<file path="src/rtl/boot_ldr_pkg.sv">
package boot_ldr_pkg;
  localparam int unsigned WORD_W = 32;
  localparam int unsigned STEP_W = 3;

  typedef enum logic [1:0] {
    BW_8  = 2'd0,
    BW_16 = 2'd1,
    BW_32 = 2'd2
  } bus_w_e;

  typedef enum logic [1:0] {
    FLD_CTRL,
    FLD_LEN,
    FLD_DEST,
    FLD_DATA
  } field_e;

  typedef enum logic [2:0] {
    ST_IDLE,
    ST_WREQ,
    ST_WWAIT,
    ST_RREQ,
    ST_RWAIT,
    ST_STORE,
    ST_DONE
  } state_e;
endpackage

</file>
<file path="src/rtl/boot_ldr_width_decode.sv">
module boot_ldr_width_decode
  import boot_ldr_pkg::*;
(
  input  logic [WORD_W-1:0] raw_i,
  output logic              valid_o,
  output bus_w_e            code_o,
  output logic [STEP_W-1:0] step_o
);
  always_comb begin
    valid_o = 1'b1;
    code_o  = BW_32;
    step_o  = STEP_W'(1);
    unique case (raw_i)
      WORD_W'(8):  begin code_o = BW_8;  step_o = STEP_W'(4); end
      WORD_W'(16): begin code_o = BW_16; step_o = STEP_W'(2); end
      WORD_W'(32): begin code_o = BW_32; step_o = STEP_W'(1); end
      default:     valid_o = 1'b0;
    endcase
  end
endmodule

</file>
<file path="src/rtl/boot_ldr_piece_merge.sv">
module boot_ldr_piece_merge
  import boot_ldr_pkg::*;
(
  input  bus_w_e            code_i,
  input  logic [1:0]        idx_i,
  input  logic [WORD_W-1:0] acc_i,
  input  logic [WORD_W-1:0] raw_i,
  output logic [WORD_W-1:0] merged_o,
  output logic              last_o
);
  localparam int unsigned LANES = WORD_W / 8;

  for (genvar k = 0; k < LANES; k++) begin : g_lane
    logic       hit;
    logic [7:0] src;
    always_comb begin
      unique case (code_i)
        BW_8: begin
          hit = (idx_i == 2'(k));
          src = raw_i[7:0];
        end
        BW_16: begin
          hit = (idx_i == 2'(k / 2));
          src = raw_i[8*(k%2) +: 8];
        end
        BW_32: begin
          hit = 1'b1;
          src = raw_i[8*k +: 8];
        end
        default: begin
          hit = 1'b0;
          src = 8'h00;
        end
      endcase
    end
    assign merged_o[8*k +: 8] = hit ? src : acc_i[8*k +: 8];
  end

  always_comb begin
    unique case (code_i)
      BW_8:    last_o = (idx_i == 2'd3);
      BW_16:   last_o = (idx_i == 2'd1);
      default: last_o = 1'b1;
    endcase
  end
endmodule

</file>
<file path="src/rtl/boot_image_loader.sv">
module boot_image_loader
  import boot_ldr_pkg::*;
#(
  parameter int unsigned AW = 24
) (
  input  logic              clk,
  input  logic              rst_n,
  input  logic              start_i,
  input  logic [AW-1:0]     base_addr_i,
  output logic              mem_req_valid_o,
  input  logic              mem_req_ready_i,
  output logic              mem_req_write_o,
  output logic [AW-1:0]     mem_req_addr_o,
  output logic [WORD_W-1:0] mem_req_wdata_o,
  input  logic              mem_rsp_valid_i,
  input  logic [WORD_W-1:0] mem_rsp_data_i,
  output logic              busy_o,
  output logic              done_o,
  output logic [WORD_W-1:0] start_addr_o,
  output logic [WORD_W-1:0] ctrl_word_o
);
  state_e            state_q;
  bus_w_e            code_q;
  field_e            field_q;
  logic [AW-1:0]     addr_q;
  logic [1:0]        idx_q;
  logic [WORD_W-1:0] acc_q;
  logic [WORD_W-1:0] remain_q;
  logic [WORD_W-1:0] dest_q;
  logic [WORD_W-1:0] wdata_q;
  logic [WORD_W-1:0] start_q;
  logic [WORD_W-1:0] ctrl_q;
  logic              first_q;

  logic              dec_valid;
  bus_w_e            dec_code;
  logic [STEP_W-1:0] dec_step;
  logic [WORD_W-1:0] merged;
  logic              last_piece;

  boot_ldr_width_decode u_dec (
    .raw_i   (mem_rsp_data_i),
    .valid_o (dec_valid),
    .code_o  (dec_code),
    .step_o  (dec_step)
  );

  boot_ldr_piece_merge u_merge (
    .code_i   (code_q),
    .idx_i    (idx_q),
    .acc_i    (acc_q),
    .raw_i    (mem_rsp_data_i),
    .merged_o (merged),
    .last_o   (last_piece)
  );

  always_ff @(posedge clk or negedge rst_n) begin
    if (!rst_n) begin
      state_q  <= ST_IDLE;
      code_q   <= BW_32;
      field_q  <= FLD_CTRL;
      addr_q   <= '0;
      idx_q    <= '0;
      acc_q    <= '0;
      remain_q <= '0;
      dest_q   <= '0;
      wdata_q  <= '0;
      start_q  <= '0;
      ctrl_q   <= '0;
      first_q  <= 1'b1;
    end else begin
      unique case (state_q)
        ST_IDLE: begin
          if (start_i) begin
            addr_q  <= base_addr_i;
            state_q <= ST_WREQ;
          end
        end
        ST_WREQ: begin
          if (mem_req_ready_i) state_q <= ST_WWAIT;
        end
        ST_WWAIT: begin
          if (mem_rsp_valid_i) begin
            start_q <= '0;
            first_q <= 1'b1;
            idx_q   <= '0;
            acc_q   <= '0;
            field_q <= FLD_CTRL;
            if (dec_valid) begin
              code_q  <= dec_code;
              addr_q  <= addr_q + AW'(dec_step);
              state_q <= ST_RREQ;
            end else begin
              state_q <= ST_DONE;
            end
          end
        end
        ST_RREQ: begin
          if (mem_req_ready_i) begin
            addr_q  <= addr_q + AW'(1);
            state_q <= ST_RWAIT;
          end
        end
        ST_RWAIT: begin
          if (mem_rsp_valid_i) begin
            state_q <= ST_RREQ;
            if (!last_piece) begin
              acc_q <= merged;
              idx_q <= idx_q + 2'd1;
            end else begin
              acc_q <= '0;
              idx_q <= '0;
              unique case (field_q)
                FLD_CTRL: begin
                  ctrl_q  <= merged;
                  field_q <= FLD_LEN;
                end
                FLD_LEN: begin
                  if (merged == '0) begin
                    state_q <= ST_DONE;
                  end else begin
                    remain_q <= merged;
                    field_q  <= FLD_DEST;
                  end
                end
                FLD_DEST: begin
                  dest_q <= merged;
                  if (first_q) begin
                    start_q <= merged;
                    first_q <= 1'b0;
                  end
                  field_q <= FLD_DATA;
                end
                default: begin
                  wdata_q <= merged;
                  state_q <= ST_STORE;
                end
              endcase
            end
          end
        end
        ST_STORE: begin
          if (mem_req_ready_i) begin
            dest_q   <= dest_q + WORD_W'(1);
            remain_q <= remain_q - WORD_W'(1);
            field_q  <= (remain_q == WORD_W'(1)) ? FLD_LEN : FLD_DATA;
            state_q  <= ST_RREQ;
          end
        end
        ST_DONE: state_q <= ST_IDLE;
        default: state_q <= ST_IDLE;
      endcase
    end
  end

  assign mem_req_valid_o = (state_q == ST_WREQ) || (state_q == ST_RREQ) || (state_q == ST_STORE);
  assign mem_req_write_o = (state_q == ST_STORE);
  assign mem_req_addr_o  = (state_q == ST_STORE) ? dest_q[AW-1:0] : addr_q;
  assign mem_req_wdata_o = wdata_q;
  assign busy_o          = (state_q != ST_IDLE) && (state_q != ST_DONE);
  assign done_o          = (state_q == ST_DONE);
  assign start_addr_o    = start_q;
  assign ctrl_word_o     = ctrl_q;
endmodule

</file>
<file path="config.mk">
export PLATFORM = sky130hd
export DESIGN_NAME = boot_image_loader
export DESIGN_NICKNAME = d
export VERILOG_FILES = /design/src/rtl/boot_ldr_pkg.sv /design/src/rtl/boot_ldr_width_decode.sv /design/src/rtl/boot_ldr_piece_merge.sv /design/src/rtl/boot_image_loader.sv
export SDC_FILE = /design/constraint.sdc
export NUM_CORES = 1
export LEC_CHECK = 0
export ABC_CLOCK_PERIOD_IN_PS = 6200
export BUFFER_PORTS_ARGS = -buffer_cell sky130_fd_sc_hd__buf_2
export CORE_AREA = 3 3 171 123
export DETAILED_ROUTE_END_ITERATION = 10
export DIE_AREA = 0 0 174 126
export PLACE_DENSITY = 0.83
export RECOVER_POWER = 25
export SETUP_SLACK_MARGIN = 0.2
export SLEW_MARGIN = 20
export SYNTH_ARGS = -nofsm -noshare
export SYNTH_HDL_FRONTEND = slang
export SYNTH_SLANG_ARGS = --single-unit
</file>
<file path="constraint.sdc">
create_clock -name clk -period 6.2 [get_ports clk]
set_input_delay 1.24 -clock clk [delete_from_list [all_inputs] [get_ports clk]]
set_output_delay 1.24 -clock clk [all_outputs]
set_load 0.01 [all_outputs]
</file>
==> impl_results.md, run 1 <==
- Status: complete, but fails checks
- Violated checks: capacitance limit, slew limit
- Seq/Total Area, Yosys: between 40% and 50%
- PwrDens: between 300 and 400 nW/um^2
- DP HPWL: between 20000 and 30000 um
- Area grow syn2layout: 14.82%
- Ys async rst share: 100.0%
- Met2 routed WL: around 16000 um
- Max cap viols: 2
- Synth Register Bits: about 220
- First-pass GRT wire length: ~60000 um
- Most frequent cells in the layout: nand2_1 (285), dfrtp_1 (216), o21ai_0 (205)
- Worst-path maximum fanout: 92
- Highest clock rate: 0.2213 GHz
- Total Routing Usage GR: between 30% and 40%
- RSZ-0062 raised after global routing: false
- Hold Fails Final Rpt: 0
- Pins Over Slew Limit: 130
- Yosys top cell area share: 46.24%
- Worst Tran Pin Value: between 3 and 4 ns
- Synth unique cells: 68
- Worst-path clk slew: 0.06 ns
- IR Drop Worst-Case VDD: roughly 0.00034 V
- Largest net degree at the start of global routing: 93
- CTS buffer count: 22
- Antenna violations before repair: 0
- Commonest non-fill, non-tap cell in the layout: nand2_1
- Clock Latency Late Sink: 0.51 ns
- Minimum clock period: around 4.5 ns
- Gpl congestion: between 0.9 and 1
- Mapped cell area: between 10000 and 15000 um^2
- CP Class: in2async
- Total wire length: 37660 um
- Hold/Removal Path Class: reg2reg
- CP peak stage delay: roughly 2.5 ns
- Slew headroom: -129.0%
- Syn Area/Cell: roughly 8.3 um^2
- Post-CTS Hold Buffers: 0
- Buf/Inv on CP: 2
- Core area: 19580 um^2
- Synth Flop Type: dfrtp_1
- Post-Syn Nets: approximately 1500
- # port buffers: roughly 180
- Yosys Warn Count: 0
- Routed vias: 11864
- Die footprint: 21920 um^2
- Crit path max-delay cell type: clkbuf_1
- Yosys top cell by area: dfrtp_1
- FP Rows: 43
- Vias in the first global route: roughly 11000
- CP delay by family, top: buffers and inverters
- Root Buffer: clkbuf_16
- Tcrit/Tclk final: 72.88%
- Final hold slack: ~0.47 ns
- Crit path DAT: approximately 4.4 ns
- CTS tree: built
- DRC violations left: 0
- Final core occ: slightly below 70%
- Initial DRC count: 1623
- Lkg Pwr: around 6.0 nW
- Filler cells: between 1500 and 2000
- Top cells by area, synth: dfrtp_1 (46%), nand2_1 (9.3%), o21ai_0 (8.9%)
- Nets: roughly 1600
- Top Ports: roughly 190
- Vias/cell: between 6 and 7
- Deepest level of the CTS H-tree: 1
- Cells after Synth: roughly 1400
- # resized after CTS: 0
- Worst Setup End Kind: async pin
- Share of layout cells above drive strength 1: between 10% and 20%
- Post-CTS Setup Repair Bufs: 0
- Final setup fails: 0
- WL per Instance: around 21 um
- DP Area: between 10000 and 15000 um^2
- CTS sink cnt: ~220
- Critical Path Start Type: input pin
- Initial Util: slightly below 60%
- Die Ht: about 130 um
- # diodes: 0
- Critical path required time: about 6 ns
- Worst Skew: 0.01244 ns
- Setup TNS Final: 0 ns
- GR Overflow Total: 0
- Post-route cell area: 13420 um^2
- Max layer used: met4
- Maximum clock insertion buffer count: 3
- M1 WL: about 16000 um
- Crit path cell chain: clkbuf_8 > clkbuf_1
- EDFF count, synth: 0
- Pre-Repair DR Iteration Count: 10
- Die W: roughly 170 um
- Antenna-violating nets left: 0
- Met3 WL post-DR: about 4600 um
==> metal layers <==
metal,GRT usage [%],vias up
met3,7.474,124
met5,0,-
met2,49.23,837
met4,9.972,0
li1,-,5306
met1,50.62,5597
==> kinds of logic after synthesis <==
| family | Yosys count | share of synthesized area (%) |
|---|---|---|
| adders and majority gates | 22 | 2.419 |
| and+or+nand+nor | 532 | 20.46 |
| muxes | 14 | 1.242 |
| DFF | 218 | 46.69 |
| buffers and inverters | 124 | 4.099 |
| xor gates and xnor gates | 1 | 0.07494 |
| AOI/OAI and AO/OA | 492 | 25.01 |
==> power breakdown <==
group | internal (mW) | total, mW | switching (mW)
logic | 0.505 | 1.48 | 0.975
registers | 1.62 | 1.90 | 0.278
clock network | 0.790 | 1.36 | 0.568
==> metrics by stage <==
| step | instances | worst slack, ns | power, mW |
|---|---|---|---|
| final | 1813 | 1.681 | 4.742 |
| after detailed placement | 1773 | 1.452 | 3.338 |
| after CTS | 1813 | 1.942 | 4.697 |
| after global routing | 1813 | 0.9460 | 5.006 |
| after floorplan | 1403 | 2.222 | 2.873 |
| after global placement | 1773 | 1.616 | 3.288 |
==> area by class of cell <==
type / count / area [um^2] / area share, %
Clock buffer: 30 / 620.6 / 4.623
Clock inverter: 10 / 120.1 / 0.8949
Inverter: 24 / 90.09 / 0.6711
Multi-Input combinational cell: 1061 / 5801 / 43.21
Sequential cell: 218 / 5458 / 40.66
Tap cell: 270 / 337.8 / 2.517
Timing Repair Buffer: 200 / 996.0 / 7.420
==> state kept, by name, indices dropped and copies added, names as in the netlist <==
name / flops
code_q: 2
addr_q: 24
idx_q: 2
dest_q: 24
mem_req_wdata_o: 32
state_q: 3
first_q: 1
start_addr_o: 32
remain_q: 32
ctrl_word_o: 32
field_q: 2
acc_q: 32
==> Yosys cell counts (all sizes together), types with 12 or more instances <==
master	count
nor3	26
nor4	20
dfrtp	216
ha	21
clkbuf	88
nand2	289
nand3	24
and3	15
o31ai	34
inv	23
a22oi	15
o22ai	42
nor2	89
o21ai	209
buf	12
a31oi	17
a21oi	108
==> worst paths after layout <==
check | start | to | slack, ns | cells past startpoint
worst min register to register | start_addr_o[0]$_DFFE_PN0P_ | start_addr_o[0]$_DFFE_PN0P_ | 0.47 | 2
worst min-delay path | start_addr_o[0]$_DFFE_PN0P_ | start_addr_o[0]$_DFFE_PN0P_ | 0.47 | 2
min in group asynchronous | rst_n | mem_req_wdata_o[15]$_DFFE_PN0P_ | 0.79 | 1
max in group clk | mem_rsp_data_i[17] | addr_q[21]$_DFFE_PN0P_ | 1.74 | 13
worst max-delay path | rst_n | acc_q[1]$_DFFE_PN0P_ | 1.68 | 2
worst max register to register | code_q[1]$_DFFE_PN1P_ | remain_q[24]$_DFFE_PN0P_ | 2.15 | 10
(Power assumes the default switching activity.)
==> run 2: changes to the inputs <==
--- a/config.mk
+++ b/config.mk
@@ -5,12 +5,12 @@
 export SDC_FILE = /design/constraint.sdc
 export NUM_CORES = 1
 export LEC_CHECK = 0
-export ABC_CLOCK_PERIOD_IN_PS = 6200
+export ABC_CLOCK_PERIOD_IN_PS = 3800
 export BUFFER_PORTS_ARGS = -buffer_cell sky130_fd_sc_hd__buf_2
-export CORE_AREA = 3 3 171 123
+export CORE_AREA = 3 3 184 132
 export DETAILED_ROUTE_END_ITERATION = 10
-export DIE_AREA = 0 0 174 126
-export PLACE_DENSITY = 0.83
+export DIE_AREA = 0 0 187 135
+export PLACE_DENSITY = 0.76
 export RECOVER_POWER = 25
 export SETUP_SLACK_MARGIN = 0.2
 export SLEW_MARGIN = 20
==> constraint.sdc (replaced) <==
create_clock -name clk -period 3.8 [get_ports clk]
set_input_delay 0.76 -clock clk [delete_from_list [all_inputs] [get_ports clk]]
set_output_delay 0.76 -clock clk [all_outputs]
set_load 0.01 [all_outputs]
==> impl_results.md, run 2 (same netlist as run 1, synthesis figures left out) <==
- Status: complete, but fails checks (unchanged)
- Violated checks: capacitance limit, slew limit (unchanged)
- CTS buffer count: 23 (was 22)
- Share of layout cells above drive strength 1: 20.71% (was 14.65%)
- Slew headroom: -24.55% (was -129.0%)
- Maximum clock insertion buffer count: 3 (unchanged)
- Hold/Removal Path Class: reg2reg (unchanged)
- R2R Path Start: code_q[1]$_DFFE_PN1P_ (unchanged)
- GR Overflow Total: 0 (unchanged)
- Nets: 1670 (was 1610)
- Die footprint: 25250 um^2 (was 21920 um^2)
- Clock Latency Late Sink: 0.52 ns (was 0.51 ns)
- Final Total Pwr: 7.946 mW (was 4.742 mW)
- Highest clock rate: 0.2844 GHz
- WL per Instance: 20.21 um (was 20.77 um)
- # diodes: 0 (unchanged)
- Total Routing Usage GR: 30.15% (was 33.67%)
- Most frequent cells in the layout: nand2_1 (285), dfrtp_1 (216), o21ai_0 (205) (unchanged)
- First-pass GRT wire length: 61500 um (was 59840 um)
- Worst-path clk slew: 0.07 ns (was 0.06 ns)
- Worst Tran Pin Value: 1.868 ns (was 3.435 ns)
- CP startpoint: code_q[1]$_DFFE_PN1P_ (was rst_n)
- Critical Path Start Type: register (was input pin)
- Initial DRC count: 1303 (was 1623)
- Pins Over Slew Limit: 73 (was 130)
- RSZ-0062 raised after global routing: false (unchanged)
- Register area: 5458 um^2 (unchanged)
- Antenna-violating nets left: 0 (unchanged)
- Min-delay src: start_addr_o[28]$_DFFE_PN0P_ (was start_addr_o[0]$_DFFE_PN0P_)
- Total wire length: 38700 um (was 37660 um)
- Hold Fails Final Rpt: 0 (unchanged)
- Worst Skew: 0.02243 ns (was 0.01244 ns)
- IR Drop Worst-Case VDD: 0.0004583 V (was 0.0003421 V)
- Area of the multi-input gates: 5786 um^2 (was 5801 um^2)
- Lkg Pwr: 6.453 nW (was 6.026 nW)
- Layout Cells excl Fill: 1915 (was 1813)
- Die W: 187 um (was 174 um)
- Vias/cell: 6.209 (was 6.544)
- Top Ports: 185 (unchanged)
- Tcrit/Tclk final: between 90 and 100%
- Final hold slack: 0.4725 ns (was 0.4740 ns)
- Filler cells: 1952 (was 1651)
- PwrDens: 567.5 nW/um^2 (was 353.3 nW/um^2)
- Final core occ: 61.91% (was 68.54%)
- Root Buffer: clkbuf_16 (unchanged)
- CP Class: reg2reg (was in2async)
- Initial Util: 51.68% (was 59.69%)
- Commonest non-fill, non-tap cell in the layout: nand2_1 (unchanged)
- Pre-Repair DR Iteration Count: 9 (was 10)
- Area grow syn2layout: 19.79% (was 14.82%)
- Worst Setup End Kind: register (was async pin)
- Final setup fails: 0 (unchanged)
- Gpl congestion: 0.9780 (was 0.9755)
- Largest net degree at the start of global routing: 76 (was 93)
- DP HPWL: 27170 um (was 25740 um)
- Cells after DPL: 1874 (was 1773)
- DRC violations left: 0 (unchanged)
- Crit path DAT: 3.93 ns (was 4.36 ns)
- Core area: 22620 um^2 (was 19580 um^2)
- Deepest level of the CTS H-tree: 1 (unchanged)
- Critical path required time: 4.21 ns (was 6.04 ns)
- Post-CTS Hold Buffers: 0 (unchanged)
- FP Rows: 46 (was 43)
- Routed vias: 11891 (was 11864)
- Antenna violations before repair: 0 (unchanged)
- Vias in the first global route: 11005 (was 10963)
- Die Ht: 135 um (was 126 um)
- Worst-path maximum fanout: 15 (was 92)
- Minimum clock period: between 3 and 4 ns
- # port buffers: 184 (unchanged)
- CTS tree: built (unchanged)
- CTS sink cnt: 218 (unchanged)
- Max cap viols: 1 (was 2)
run 2: worst max-delay path, stage by stage (launching register included):
cell,delay [ns]
dfstp_2,0.59
inv_1,0.13
ha_2,0.30
a222oi_1,0.52
buf_4,0.20
nand4_1,0.06
or4_1,0.51
a22oi_2,0.29
a31oi_1,0.19
o22ai_1,0.25
mux2_2,0.36
run 2: timing repair:
action | in CTS | in global routing
buffers inserted | 0 | 0
setup endpoints to repair | 0 | 34
endpoints found under the hold margin | 0 | 0
resized for setup | 0 | 4
run 2: where the power goes:
group | internal [mW] | total (mW) | switching (mW)
logic | 0.881 | 2.51 | 1.63
clock network | 1.34 | 2.36 | 1.02
registers | 2.65 | 3.07 | 0.424
total | 4.87 | 7.95 | 3.07
run 2: routing by layer:
layer | global-route usage (%) | vias up | part of all wire, %
li1 | - | 5416 | -
met1 | 45.66 | 5673 | 43
met2 | 43.86 | 729 | 42
met3 | 6.746 | 73 | 12
met4 | 7.721 | 0 | 2.4
met5 | 0 | - | 0
run 2: final timing paths:
kind	to	slack (ns)	depth (start not counted)
min reg2reg	start_addr_o[28]$_DFFE_PN0P_	0.47	2
max	field_q[0]$_DFFE_PN0P_	0.28	10
max reg2reg	field_q[0]$_DFFE_PN0P_	0.28	10
min in group asynchronous	ctrl_word_o[16]$_DFFE_PN0P_	0.76	1
min	start_addr_o[28]$_DFFE_PN0P_	0.47	2
max in group asynchronous	state_q[1]$_DFFE_PN0P_	0.94	2
run 2: layout make-up:
cell class                      instances  share of cell area [%]
Multi-Input combinational cell       1061                   41.32
Sequential cell                       218                   38.97
Timing Repair Buffer                  259                   10.69
Clock buffer                           27                   4.503
Tap cell                              312                   2.788
Clock inverter                         14                   1.090
Inverter                               24                  0.6433
run 2: per-stage QoR:
step           setup TNS, ns  instance area (um^2)  setup WS, ns
2_1_floorplan              0                 11690        0.3018
3_3_place_gp               0                 13230        0.1247
3_5_place_dp        -0.02026                 13230      -0.01571
4_1_cts                    0                 14010        0.2861
5_1_grt                    0                 14000        0.2071
6_report                   0                 14000        0.2835
